===== src/rtl/chg_led_pkg.sv =====
package chg_led_pkg;

  typedef enum logic [2:0] {
    PH_SLEEP    = 3'd0,
    PH_PRECHG   = 3'd1,
    PH_FAST     = 3'd2,
    PH_DONE     = 3'd3,
    PH_FAULT    = 3'd4,
    PH_QUAL_BAD = 3'd5,
    PH_HOT      = 3'd6,
    PH_NO_BATT  = 3'd7
  } chg_phase_e;

  typedef struct packed {
    logic a_on;
    logic b_on;
  } led_pair_t;

  // Cycles in one half of the blink period
  function automatic int unsigned blink_half(input int unsigned clk_hz,
                                             input int unsigned blink_hz);
    int unsigned h;
    h = clk_hz / (2 * blink_hz);
    return (h == 0) ? 1 : h;
  endfunction

  // Phase to lamp mapping; returns "on" flags (active high)
  function automatic led_pair_t map_phase(input logic bicolor,
                                          input logic [2:0] ph,
                                          input logic blink_lit);
    led_pair_t r;
    logic charging;
    charging = (ph == PH_PRECHG) || (ph == PH_FAST);
    if (bicolor) begin
      r.a_on = charging || (ph == PH_FAULT);
      r.b_on = (ph == PH_DONE) || (ph == PH_FAULT);
    end else begin
      r.a_on = charging || ((ph == PH_FAULT) && blink_lit);
      r.b_on = 1'b0;
    end
    return r;
  endfunction

endpackage


===== src/rtl/chg_fault_entry.sv =====
module chg_fault_entry
  import chg_led_pkg::*;
(
  input  logic       clk,
  input  logic       rst_n,
  input  logic [2:0] phase,
  output logic       entry
);
  logic [2:0] prev_q;

  always_ff @(posedge clk or negedge rst_n) begin
    if (!rst_n) prev_q <= PH_SLEEP;
    else        prev_q <= phase;
  end

  assign entry = (phase == PH_FAULT) && (prev_q != PH_FAULT);
endmodule


===== src/rtl/chg_blink_gen.sv =====
module chg_blink_gen #(
  parameter int unsigned HALF_CYC = 8
) (
  input  logic clk,
  input  logic rst_n,
  input  logic restart,
  output logic lit_nxt
);
  localparam int unsigned CNT_W = (HALF_CYC > 1) ? $clog2(HALF_CYC) : 1;
  localparam logic [CNT_W-1:0] LAST = CNT_W'(HALF_CYC - 1);

  logic [CNT_W-1:0] cnt_q, cnt_nxt;
  logic             lit_q;

  always_comb begin
    if (restart) begin
      cnt_nxt = '0;
      lit_nxt = 1'b1;
    end else if (cnt_q == LAST) begin
      cnt_nxt = '0;
      lit_nxt = ~lit_q;
    end else begin
      cnt_nxt = cnt_q + 1'b1;
      lit_nxt = lit_q;
    end
  end

  always_ff @(posedge clk or negedge rst_n) begin
    if (!rst_n) begin
      cnt_q <= '0;
      lit_q <= 1'b1;
    end else begin
      cnt_q <= cnt_nxt;
      lit_q <= lit_nxt;
    end
  end
endmodule


===== src/rtl/chg_led_map.sv =====
module chg_led_map
  import chg_led_pkg::*;
(
  input  logic       mode_bicolor,
  input  logic [2:0] phase,
  input  logic       blink_lit,
  output led_pair_t  lamps_on
);
  assign lamps_on = map_phase(mode_bicolor, phase, blink_lit);
endmodule


===== src/rtl/chg_led_outreg.sv =====
module chg_led_outreg
  import chg_led_pkg::*;
(
  input  logic      clk,
  input  logic      rst_n,
  input  led_pair_t lamps_on,
  output logic      led_a_n,
  output logic      led_b_n
);
  always_ff @(posedge clk or negedge rst_n) begin
    if (!rst_n) begin
      led_a_n <= 1'b1;
      led_b_n <= 1'b1;
    end else begin
      led_a_n <= ~lamps_on.a_on;
      led_b_n <= ~lamps_on.b_on;
    end
  end
endmodule


===== src/rtl/chg_led_drv.sv =====
module chg_led_drv
  import chg_led_pkg::*;
#(
  parameter int unsigned CLK_HZ   = 32768,
  parameter int unsigned BLINK_HZ = 1
) (
  input  logic       clk,
  input  logic       rst_n,
  input  logic       mode_bicolor,
  input  logic [2:0] phase,
  output logic       led_a_n,
  output logic       led_b_n
);
  localparam int unsigned HALF_CYC = blink_half(CLK_HZ, BLINK_HZ);

  // Named internal events, visible to the bound checker
  logic      fault_entry;
  logic      blink_lit_nxt;
  led_pair_t lamps_on;

  chg_fault_entry u_entry (
    .clk   (clk),
    .rst_n (rst_n),
    .phase (phase),
    .entry (fault_entry)
  );

  chg_blink_gen #(.HALF_CYC(HALF_CYC)) u_blink (
    .clk     (clk),
    .rst_n   (rst_n),
    .restart (fault_entry),
    .lit_nxt (blink_lit_nxt)
  );

  chg_led_map u_map (
    .mode_bicolor (mode_bicolor),
    .phase        (phase),
    .blink_lit    (blink_lit_nxt),
    .lamps_on     (lamps_on)
  );

  chg_led_outreg u_out (
    .clk      (clk),
    .rst_n    (rst_n),
    .lamps_on (lamps_on),
    .led_a_n  (led_a_n),
    .led_b_n  (led_b_n)
  );
endmodule


===== config.mk =====
export PLATFORM = sky130hd
export DESIGN_NAME = chg_led_drv
export DESIGN_NICKNAME = d
export VERILOG_FILES = /design/src/rtl/chg_led_pkg.sv /design/src/rtl/chg_fault_entry.sv /design/src/rtl/chg_blink_gen.sv /design/src/rtl/chg_led_map.sv /design/src/rtl/chg_led_outreg.sv /design/src/rtl/chg_led_drv.sv
export SDC_FILE = /design/constraint.sdc
export NUM_CORES = 1
export LEC_CHECK = 0
export ABC_AREA = 0
export BUFFER_PORTS_ARGS = -buffer_cell sky130_fd_sc_hd__buf_2
export CAP_MARGIN = 0
export CORE_MARGIN = 2
export CORE_UTILIZATION = 45
export DETAILED_ROUTE_END_ITERATION = 8
export HOLD_SLACK_MARGIN = 0.12
export PLACE_DENSITY = 0.73
export SYNTH_ARGS = -nofsm -noshare
export SYNTH_HDL_FRONTEND = slang
export SYNTH_HIERARCHICAL = 1
export SYNTH_SLANG_ARGS = --single-unit

===== constraint.sdc =====
create_clock -name clk -period 2.1 [get_ports clk]
set_input_delay 0.42 -clock clk [delete_from_list [all_inputs] [get_ports clk]]
set_output_delay 0.42 -clock clk [all_outputs]
set_load 0.02 [all_outputs]

# ---- Yosys cells after proc, flatten, opt, wreduce, memory -nomap -nowiden
# Cells that the tools add are included.
dict set report word_totals {
  wordCells 26
  reg_bits 20
  output_inout_bits 2
}
dict set report op_classes {
  eq_ne 6
  n_reduce_logical 6
  addsub 1
  n_mux 5
  bitwise_logic 3
}
# operator n
set ops {}
lappend ops {{$mux 14} 2}
lappend ops {{$add 14x1->14 const B} 1}
lappend ops {{$eq 14x14->1 const B} 1}
lappend ops {{$eq 3x2->1 const B} 2}
lappend ops {{$logic_or 1x1->1} 4}
lappend ops {{$eq 3x1->1 const B} 1}
lappend ops {{$eq 3x3->1 const B} 1}
lappend ops {{$ne 3x3->1 const B} 1}
lappend ops {{$not 1->1} 3}
lappend ops {{$logic_and 1x1->1} 2}
lappend ops {{$mux 1} 2}
lappend ops {{$mux 2} 1}

# ---- Logic depth before layout (Yosys ltp)
# Gate-level depths: netlist of run 1.
dict set report logic_depth {
  word_depth 7
  ltp_mapped 9
  ltp_nobuf 9
}

# ---- Modules after synthesis
# Netlist of run 1, hierarchy kept.
# mod seq_area_each_um2 area_per_inst_um2 instances cells_per_inst
set modules_own_cells {}
lappend modules_own_cells {chg_blink_gen 376.6 728.2 1 73}
lappend modules_own_cells {chg_fault_entry 75.1 97.6 1 6}
lappend modules_own_cells {chg_led_outreg 52.6 60.1 1 4}
lappend modules_own_cells {chg_led_map 0.0 52.6 1 9}

# ---- Least setup slack after synthesis of run 1
# OpenSTA, ideal clock, no wires.
dict set report synth_timing {
  path_kind {input -> register}
  startpoint {in phase[2]}
  endpoint {reg u_out.led_a_n}
  arrival_ps 1518
  slack_ps 509
  stages 8
  path_buffers 0
  cell_sequence {inv_1 -> a2111oi_2 -> nor2b_1 -> mux2i_1 -> nor2_1 -> nor2_1 -> o31a_1 -> inv_1}
}
# element line_no
set synth_lines {}
lappend synth_lines {{start: declaration} chg_led_drv.sv:10} ;# input logic [2:0] phase,
lappend synth_lines {{end signal: assignment} chg_led_outreg.sv:15} ;# led_a_n <= ~lamps_on.a_on;
lappend synth_lines {{end: declaration} chg_led_outreg.sv:7} ;# output logic led_a_n,

==> results.json, run 1 <==
{
  "syn_nets": 99,
  "cap_violations": 0,
  "hold_ws_ns": 0.285,
  "fmax_mhz": 556,
  "cts_hold_buffers": 1,
  "start_util_pct": 47.8,
  "diodes": 0,
  "startpoint_type": "flop",
  "wire_per_inst_um": 12.1,
  "synth_edf_count": 0,
  "post_cts_resized": 0,
  "grtUsageTotal_pct": 15.7,
  "routed_wl_um": 1590,
  "crit_path_max_fanout": 5,
  "met3WireLength_um": 41,
  "rsz0062_at_grt": "false",
  "synth-main-ff-cell": "dfrtp_1",
  "syn_inst": 92,
  "worstMarginPinSlew_ns": 0.429,
  "power.leakage_nw": 0.478,
  "syn_to_final_growth_pct": 14.3,
  "clk_pin_slew_worst_paths_ns": 0.12,
  "layout-drive-gt1-share_pct": 18.3,
  "path_class": "reg2reg",
  "crit_required_ns": 2.35,
  "overflow": 0,
  "dr.pass1.iters": 4,
  "gp_congestion": 0.762,
  "postCtsSetupBuffers": 0,
  "met2WireLength_um": 765,
  "grt_max_degree": 21,
  "via_per_inst": 5.09,
  "grt_antenna_before_repair": 0,
  "top_layer_used": "met4",
  "slew_headroom_pct": 71.4,
  "finalHoldViolations": 0,
  "grt_pass1_wl_um": 2870,
  "fin_crit_ns": 1.80,
  "synth_seq_cells": 20,
  "dieArea_um2": 2470,
  "clk_latency_ns": 0.30,
  "cts_buffers": 3,
  "vias": 667,
  "syn_avg_cell_area_um2": 10.2,
  "h-tree-depth": 1,
  "clockRootBuffer": "clkbuf_4",
  "row_count": 16,
  "nets": 112,
  "ir_drop_mv": 0.523,
  "async_flop_share_pct": 100,
  "crit_path_end_kind": "flop",
  "status": "finished clean",
  "cts_buffer_depth": 2,
  "skew_ns": 0.00723,
  "core-area_um2": 1960,
  "drc": 0,
  "wl_met1_um": 766,
  "drtIter0Drc": 3,
  "grt_pass1_vias": 672,
  "synth_area_um2": 938,
  "fin_crit_sh_pct": 85.7,
  "placed_area_um2": 1010,
  "synth-seq-area-share_pct": 53.7,
  "final_area_um2": 1070,
  "p_per_area_nw_per_um2": 869,
  "ant_nets": 0,
  "setup_violations": 0,
  "synth_cell_types": 29,
  "hp-class": "in2reg",
  "fill_cells": 196,
  "ff_latch_area_um2": 504,
  "die_y_um": 49.7,
  "ioPinCount": 8,
  "die_x_um": 49.7,
  "ys_warn_count": 6,
  "slew_violations": 0,
  "setup_tns_ns": 0,
  "multi_input_area_um2": 414,
  "cts_tree": "built",
  "dp_hpwl_um": 1130,
  "clock-sinks": 20,
  "crit_arrival_ns": 2.05,
  "port_buffers": 7
}
## worst max-delay path, stage by stage (launching register included)
cell and delay (ns):
dfrtp_1 0.42, ha_1 0.23, nand2_1 0.14, nor2_2 0.17
nand4_1 0.15, mux2i_1 0.17, nor2_1 0.11, nor2_1 0.05
o31a_1 0.27, inv_1 0.05
## metrics by stage
step           power, W  std cells  util, %  setup WS [ns]
2_1_floorplan  0.000582         92        -          0.509
3_3_place_gp   0.000620        126     51.5          0.361
3_5_place_dp   0.000626        126     51.5          0.315
4_1_cts        0.000939        131     54.7          0.296
5_1_grt        0.000989        131     54.7          0.125
6_report       0.000932        131     54.7          0.300
## area by class of cell
class	count	area share [%]
sequential	20	47.0
tap	27	3.15
clock buffer	3	2.10
timing repair buffer	9	4.90
multi-input combinational	67	38.6
inverter	4	1.40
clock inverter	1	2.80
## power breakdown
part / total, W / switching (W) / leakage (nW) / internal (W)
registers: 0.000491 / 0.0000548 / 0.254 / 0.000436
clock network: 0.000311 / 0.000118 / 0.0279 / 0.000193
logic: 0.000130 / 0.0000705 / 0.196 / 0.0000595
## synth_stat cells, types with 2 or more instances
master | count | share of area (%)
nor2_1 | 18 | 7.2
dfrtp_1 | 17 | 45
xor2_1 | 6 | 5.6
nand2_1 | 5 | 2.0
nand3_1 | 5 | 2.7
xnor2_1 | 5 | 4.7
inv_1 | 4 | 1.6
nand4_1 | 4 | 2.7
dfstp_2 | 3 | 8.4
o21ai_0 | 3 | 1.6
and3_1 | 2 | 1.3
nor2b_1 | 2 | 1.3
nor4_1 | 2 | 1.3
## sequential cells by signal, indices dropped and copies added (netlist names)
register        count
u_blink/cnt_q      14
u_blink/lit_q       1
u_entry/prev_q      3
u_out/led_a_n       1
u_out/led_b_n       1
## kinds of logic after synthesis
| kind of cell | Yosys count | share of synthesized area, % |
|---|---|---|
| AOI/OAI and AO/OA | 7 | 5.73 |
| and+or+nand+nor | 47 | 25.7 |
| xor gates and xnor gates | 11 | 10.3 |
| muxes | 1 | 1.07 |
| adders and majority gates | 1 | 1.33 |
| DFF | 20 | 53.7 |
| buffers and inverters | 5 | 2.13 |
## routing by layer
layer | global-route usage (%) | up-vias
met5 | 0 | -
met4 | 7.41 | 0
met3 | 2.73 | 2
li1 | - | 339
met2 | 25.6 | 5
met1 | 20.3 | 321
## cell usage in the layout, fill, tap and decap left out, types with 2 or more instances in the layout
master,n
xnor2_1,5
nor2_1,18
nand2_1,5
nor4_1,2
nor2b_1,2
dfrtp_1,17
buf_2,7
inv_1,4
xor2_1,6
nand3_1,5
and3_1,2
nand4_1,4
dfstp_2,3
clkbuf_4,3
o21ai_0,3
## path summary, 6_finish.rpt
| path | startpoint | to | slack (ns) | depth (start not counted) |
|---|---|---|---|---|
| hold / removal | phase[2] | u_entry/prev_q[2] | 0.29 | 1 |
| setup / recovery | u_blink/cnt_q[0] | u_out/led_a_n | 0.30 | 9 |
| setup reg to reg | u_blink/cnt_q[0] | u_out/led_a_n | 0.30 | 9 |
| hold reg to reg | u_blink/cnt_q[0] | u_blink/cnt_q[0] | 0.51 | 1 |
| max in group asynchronous | rst_n | u_blink/lit_q | 1.19 | 2 |
| min in group asynchronous | rst_n | u_blink/cnt_q[5] | 0.58 | 2 |
Power figures use the tool's default switching activity.
==> run 2: changes to the inputs <==
- CORE_UTILIZATION: 45 -> 41
- PLACE_DENSITY: 0.73 -> 0.68
==> results.json, run 2 (synthesized netlist as in run 1, its figures left out) <==
{
  "crit_path_end_kind": "flop",
  "cts_buffers": 3,
  "clockRootBuffer": "clkbuf_4",
  "nets": 112,
  "power.leakage_nw": 0.471,
  "finalHoldViolations": 0,
  "die_x_um": 51.8,
  "cts_tree": "built",
  "crit_top_cell": "nor2_1",
  "diodes": 0,
  "crit_family": "simple AND/OR/NAND/NOR gates",
  "overflow": 0,
  "seqPwrFrac_pct": 59.1,
  "start_util_pct": 42.8,
  "pre_cts_ws_ns": 0.238,
  "via_per_inst": 5.04,
  "r2r-end": "u_out/led_a_n",
  "hold_start": "phase[2]",
  "setup_violations": 0,
  "fin_ws_ns": 0.356,
  "startpoint_type": "flop",
  "cpPeakStageDelay_ns": 0.41,
  "cts_buffer_depth": 2,
  "dieArea_um2": 2690,
  "top_register": "u_blink/cnt_q",
  "crit_required_ns": 2.34,
  "routed_wl_um": 1580,
  "worstMarginPinSlew_ns": 0.424,
  "ant_nets": 0,
  "ir_drop_mv": 0.381,
  "die_y_um": 51.8,
  "r2r_cells": 9,
  "path_class": "reg2reg",
  "wire_per_inst_um": 11.9,
  "h-tree-depth": 1,
  "syn_to_final_growth_pct": 12.7,
  "grtUsageTotal_pct": 15.0,
  "clk_pin_slew_worst_paths_ns": 0.10,
  "port_buffers": 7,
  "grt_pass1_wl_um": 2930,
  "mostFrequentLayoutCells": "18 x nor2_1, 17 x dfrtp_1, 7 x buf_2",
  "combPwrFrac_pct": 15.4,
  "grt_pass1_vias": 670,
  "row_count": 17,
  "fill_cells": 192,
  "power_frac_clock_pct": 25.5,
  "min_path_cells": 1,
  "cts_hold_buffers": 1,
  "slew_violations": 0,
  "dr.pass1.iters": 4,
  "clk_latency_ns": 0.29,
  "clock-sinks": 20,
  "slew_headroom_pct": 71.7,
  "vias": 665,
  "p_switching_w": 0.000228,
  "status": "finished clean",
  "drtIter0Drc": 16,
  "layout-drive-gt1-share_pct": 18.3,
  "fin_crit_ns": 1.74,
  "path_cells": "ha_1, nand2_1, nor2_2, nand4_1, mux2i_1, nor2_1, nor2_1, o31a_1, inv_1",
  "top_regs": "u_blink/cnt_q (14), u_entry/prev_q (3)",
  "cap_violations": 0,
  "postCtsSetupBuffers": 0,
  "post_cts_resized": 0,
  "p_per_area_nw_per_um2": 784,
  "grt_max_degree": 21,
  "r2r_start": "u_blink/cnt_q[0]",
  "crit_path_max_fanout": 5,
  "gp_congestion": 0.745,
  "crit_arrival_ns": 1.99,
  "power.internal_w": 0.000601,
  "utilization_pct": 48.3,
  "skew_ns": 0.00178,
  "regToRegSetupSlack_ns": 0.36,
  "slowest_stage": "dfrtp_1",
  "rsz0062_at_grt": "false",
  "fmax_mhz": 573,
  "largest_reg_flops": 14,
  "holdPathEnd": "u_entry/prev_q[2]",
  "hp-class": "in2reg",
  "fin_crit_sh_pct": 83.1,
  "final_common_cell": "nor2_1",
  "setup_tns_ns": 0,
  "drc": 0,
  "grt_antenna_before_repair": 0,
  "core-area_um2": 2190,
  "cp_num_buf_inv": 1,
  "dp_hpwl_um": 1120,
  "netSwitchingFraction_pct": 27.5,
  "ioPinCount": 8
}
==> run 2: power groups by stage <==
stage	registers [W]	clock network (W)	logic (W)
2_1_floorplan	0.000491	0	0.0000910
6_report	0.000490	0.000211	0.000128
4_1_cts	0.000490	0.000224	0.000130
5_1_grt	0.000501	0.000245	0.000151
3_5_place_dp	0.000497	0	0.000127
3_3_place_gp	0.000495	0	0.000129
==> run 2: worst max path at each step <==
stage                startpoint               end  slack (ns)  cells after the start
3_3_place_gp           phase[2]  u_blink/cnt_q[6]        0.24                      6
6_report       u_blink/cnt_q[0]     u_out/led_a_n        0.36                      9
5_1_grt        u_blink/cnt_q[0]     u_out/led_a_n        0.21                      9
3_5_place_dp           phase[2]  u_blink/cnt_q[6]        0.24                      6
2_1_floorplan          phase[2]     u_out/led_a_n        0.51                      8
4_1_cts        u_blink/cnt_q[0]     u_out/led_a_n        0.34                      9
==> run 2: layer usage <==
layer,track usage [%],up-vias,part of all wire [%]
li1,-,340,-
met1,19.8,318,45
met2,22.8,5,52
met3,3.45,2,1.9
met4,7.89,0,1.1
met5,0,-,0
==> run 2: per-stage QoR <==
| step | instance area (µm²) | power, W | hold slack [ns] | instances |
|---|---|---|---|---|
| 2_1_floorplan | 938 | 0.000582 | 0.124 | 92 |
| 3_3_place_gp | 1010 | 0.000624 | 0.383 | 127 |
| 3_5_place_dp | 1010 | 0.000624 | 0.382 | 127 |
| 4_1_cts | 1060 | 0.000844 | 0.288 | 132 |
| 5_1_grt | 1060 | 0.000897 | 0.275 | 132 |
| 6_report | 1060 | 0.000829 | 0.299 | 132 |
==> run 2: final cells by class <==
type / instances / area, µm² / area share [%]
flip-flops and latches: 20 / 504 / 47.7
multi-input cells: 67 / 414 / 39.2
repair buffers: 9 / 52.6 / 4.97
clock buffers: 4 / 36.3 / 3.43
well taps: 28 / 35.0 / 3.31
inverters: 4 / 15.0 / 1.42
==> run 2: worst register-to-register path: stages (launching register included) <==
cell,delay (ns)
dfrtp_1,0.41
ha_1,0.22
nand2_1,0.14
nor2_2,0.16
nand4_1,0.14
mux2i_1,0.16
nor2_1,0.11
nor2_1,0.04
o31a_1,0.26
inv_1,0.05
==> run 3: changes to the inputs <==
- PLACE_DENSITY: 0.68 -> 0.71
- clock period: 2.1 -> 1.5 ns (I/O delays scaled with it)
==> results.json, run 3 (synthesized netlist as in run 1, its figures left out) <==
{
  "path_class": "reg2reg",
  "netSwitchingFraction_pct": 28.5,
  "clk_latency_ns": 0.30,
  "vias": 759,
  "layout-drive-gt1-share_pct": 36.5,
  "power.leakage_nw": 0.605,
  "nets": 134,
  "final_common_cell": "buf_4",
  "clockRootBuffer": "clkbuf_4",
  "syn_to_final_growth_pct": 38.1,
  "dp_hpwl_um": 1350,
  "slowest_stage": "dfrtp_1",
  "setup_tns_ns": 0,
  "row_count": 17,
  "ioPinCount": 8,
  "multi_input_area_um2": 458,
  "die_x_um": 51.8,
  "overflow": 0,
  "slew_headroom_pct": 70.3,
  "cpPeakStageDelay_ns": 0.43,
  "clk_pin_slew_worst_paths_ns": 0.12,
  "core-area_um2": 2190,
  "power_frac_clock_pct": 23.6,
  "drtIter0Drc": 4,
  "crit_top_cell": "buf_4",
  "dieArea_um2": 2690,
  "top_regs": "u_blink/cnt_q (14), u_entry/prev_q (3)",
  "path_cells": "ha_4, nand2_4, nor2_4, buf_4, a41o_2, buf_4, a21oi_1",
  "regToRegSetupSlack_ns": 0.02,
  "power.internal_w": 0.000948,
  "grt_antenna_before_repair": 0,
  "fill_cells": 193,
  "combPwrFrac_pct": 26.2,
  "crit_arrival_ns": 1.71,
  "cts_buffers": 3,
  "setup_violations": 0,
  "fin_crit_ns": 1.48,
  "crit_family": "flip-flops",
  "routed_wl_um": 1890,
  "pre_cts_ws_ns": -0.0343,
  "fin_ws_ns": 0.0173,
  "crit_required_ns": 1.73,
  "skew_ns": 0.00850,
  "start_util_pct": 42.8,
  "cts_tree": "built",
  "h-tree-depth": 1,
  "gp_congestion": 0.799,
  "grtUsageTotal_pct": 17.0,
  "port_buffers": 7,
  "seqPwrFrac_pct": 50.2,
  "ir_drop_mv": 0.687,
  "status": "finished clean",
  "grt_max_degree": 21,
  "cp_num_buf_inv": 2,
  "grt_pass1_vias": 740,
  "die_y_um": 51.8,
  "finalHoldViolations": 0,
  "fmax_mhz": 674,
  "ant_nets": 0,
  "crit_path_max_fanout": 3,
  "p_switching_w": 0.000379,
  "drc": 0,
  "rsz0062_at_grt": "true",
  "mostFrequentLayoutCells": "21 x buf_4, 17 x dfrtp_1, 16 x nor2_1",
  "clock-sinks": 20,
  "dr.pass1.iters": 4,
  "fin_crit_sh_pct": 98.8,
  "diodes": 0,
  "hp-class": "in2reg",
  "cap_violations": 0,
  "wire_per_inst_um": 12.3,
  "via_per_inst": 4.93,
  "largest_reg_flops": 14,
  "crit_path_end_kind": "flop",
  "cts_buffer_depth": 2,
  "top_register": "u_blink/cnt_q",
  "worstMarginPinSlew_ns": 0.446,
  "p_per_area_nw_per_um2": 1020,
  "slew_violations": 0,
  "total_power_w": 0.00133,
  "startpoint_type": "flop",
  "ff_latch_area_um2": 504,
  "grt_pass1_wl_um": 3220
}
[run 3: what timing repair did]
item | in CTS | in global routing
pin swaps | 3 | 2
setup endpoints to repair | 2 | 12
setup buffers | 0 | 5
gates resized for setup | 1 | 2
endpoints found under the hold margin | 17 | 0
hold buffers | 1 | 0
cloned | 0 | 1
[run 3: worst register-to-register path, delay by kind of cell (launching register included)]
family                     cells  cell delay, ns
DFF                            1            0.43
buffers and inverters          2            0.28
AOI/OAI and AO/OA              2            0.43
adders and majority gates      1            0.18
and+or+nand+nor                2            0.09
[run 3: final timing paths]
path / start / depth (start not counted) / end
worst max-delay path: u_blink/cnt_q[1] / 7 / u_blink/cnt_q[13]
worst min-delay path: phase[1] / 1 / u_entry/prev_q[1]
worst max register to register: u_blink/cnt_q[1] / 7 / u_blink/cnt_q[13]
worst min register to register: u_blink/lit_q / 2 / u_blink/lit_q
max in group asynchronous: rst_n / 2 / u_out/led_b_n
min in group asynchronous: rst_n / 2 / u_blink/cnt_q[4]
[run 3: stage by stage]
step	utilization, %	hold WS [ns]	cell area, µm²	std cells
3_5_place_dp	53.9	0.272	1180	143
6_report	59.2	0.176	1300	154
4_1_cts	56.1	0.167	1230	148
2_1_floorplan	-	0.00441	976	92
5_1_grt	59.2	0.168	1300	154
3_3_place_gp	53.9	0.262	1180	143
[run 3: power by group through the flow]
| stage | Combinational, W | Clock (W) | Sequential [W] |
|---|---|---|---|
| 3_3_place_gp | 0.000308 | 0 | 0.000677 |
| 5_1_grt | 0.000387 | 0.000351 | 0.000675 |
| 6_report | 0.000348 | 0.000313 | 0.000666 |
| 3_5_place_dp | 0.000324 | 0 | 0.000683 |
| 4_1_cts | 0.000327 | 0.000329 | 0.000671 |
| 2_1_floorplan | 0.000150 | 0 | 0.000700 |
[run 3: final cells by class]
cell class / count / area share [%]
Clock buffer: 4 / 2.80
Tap cell: 28 / 2.70
Multi-Input combinational cell: 67 / 35.3
Sequential cell: 20 / 38.9
Inverter: 4 / 1.16
Timing Repair Buffer: 31 / 19.1
[run 3: routing by layer]
layer / track usage [%] / part of all wire [%]
met4: 9.21 / 2.1
met1: 20.0 / 43
met2: 28.7 / 52
met3: 3.45 / 2.5
met5: 0 / 0
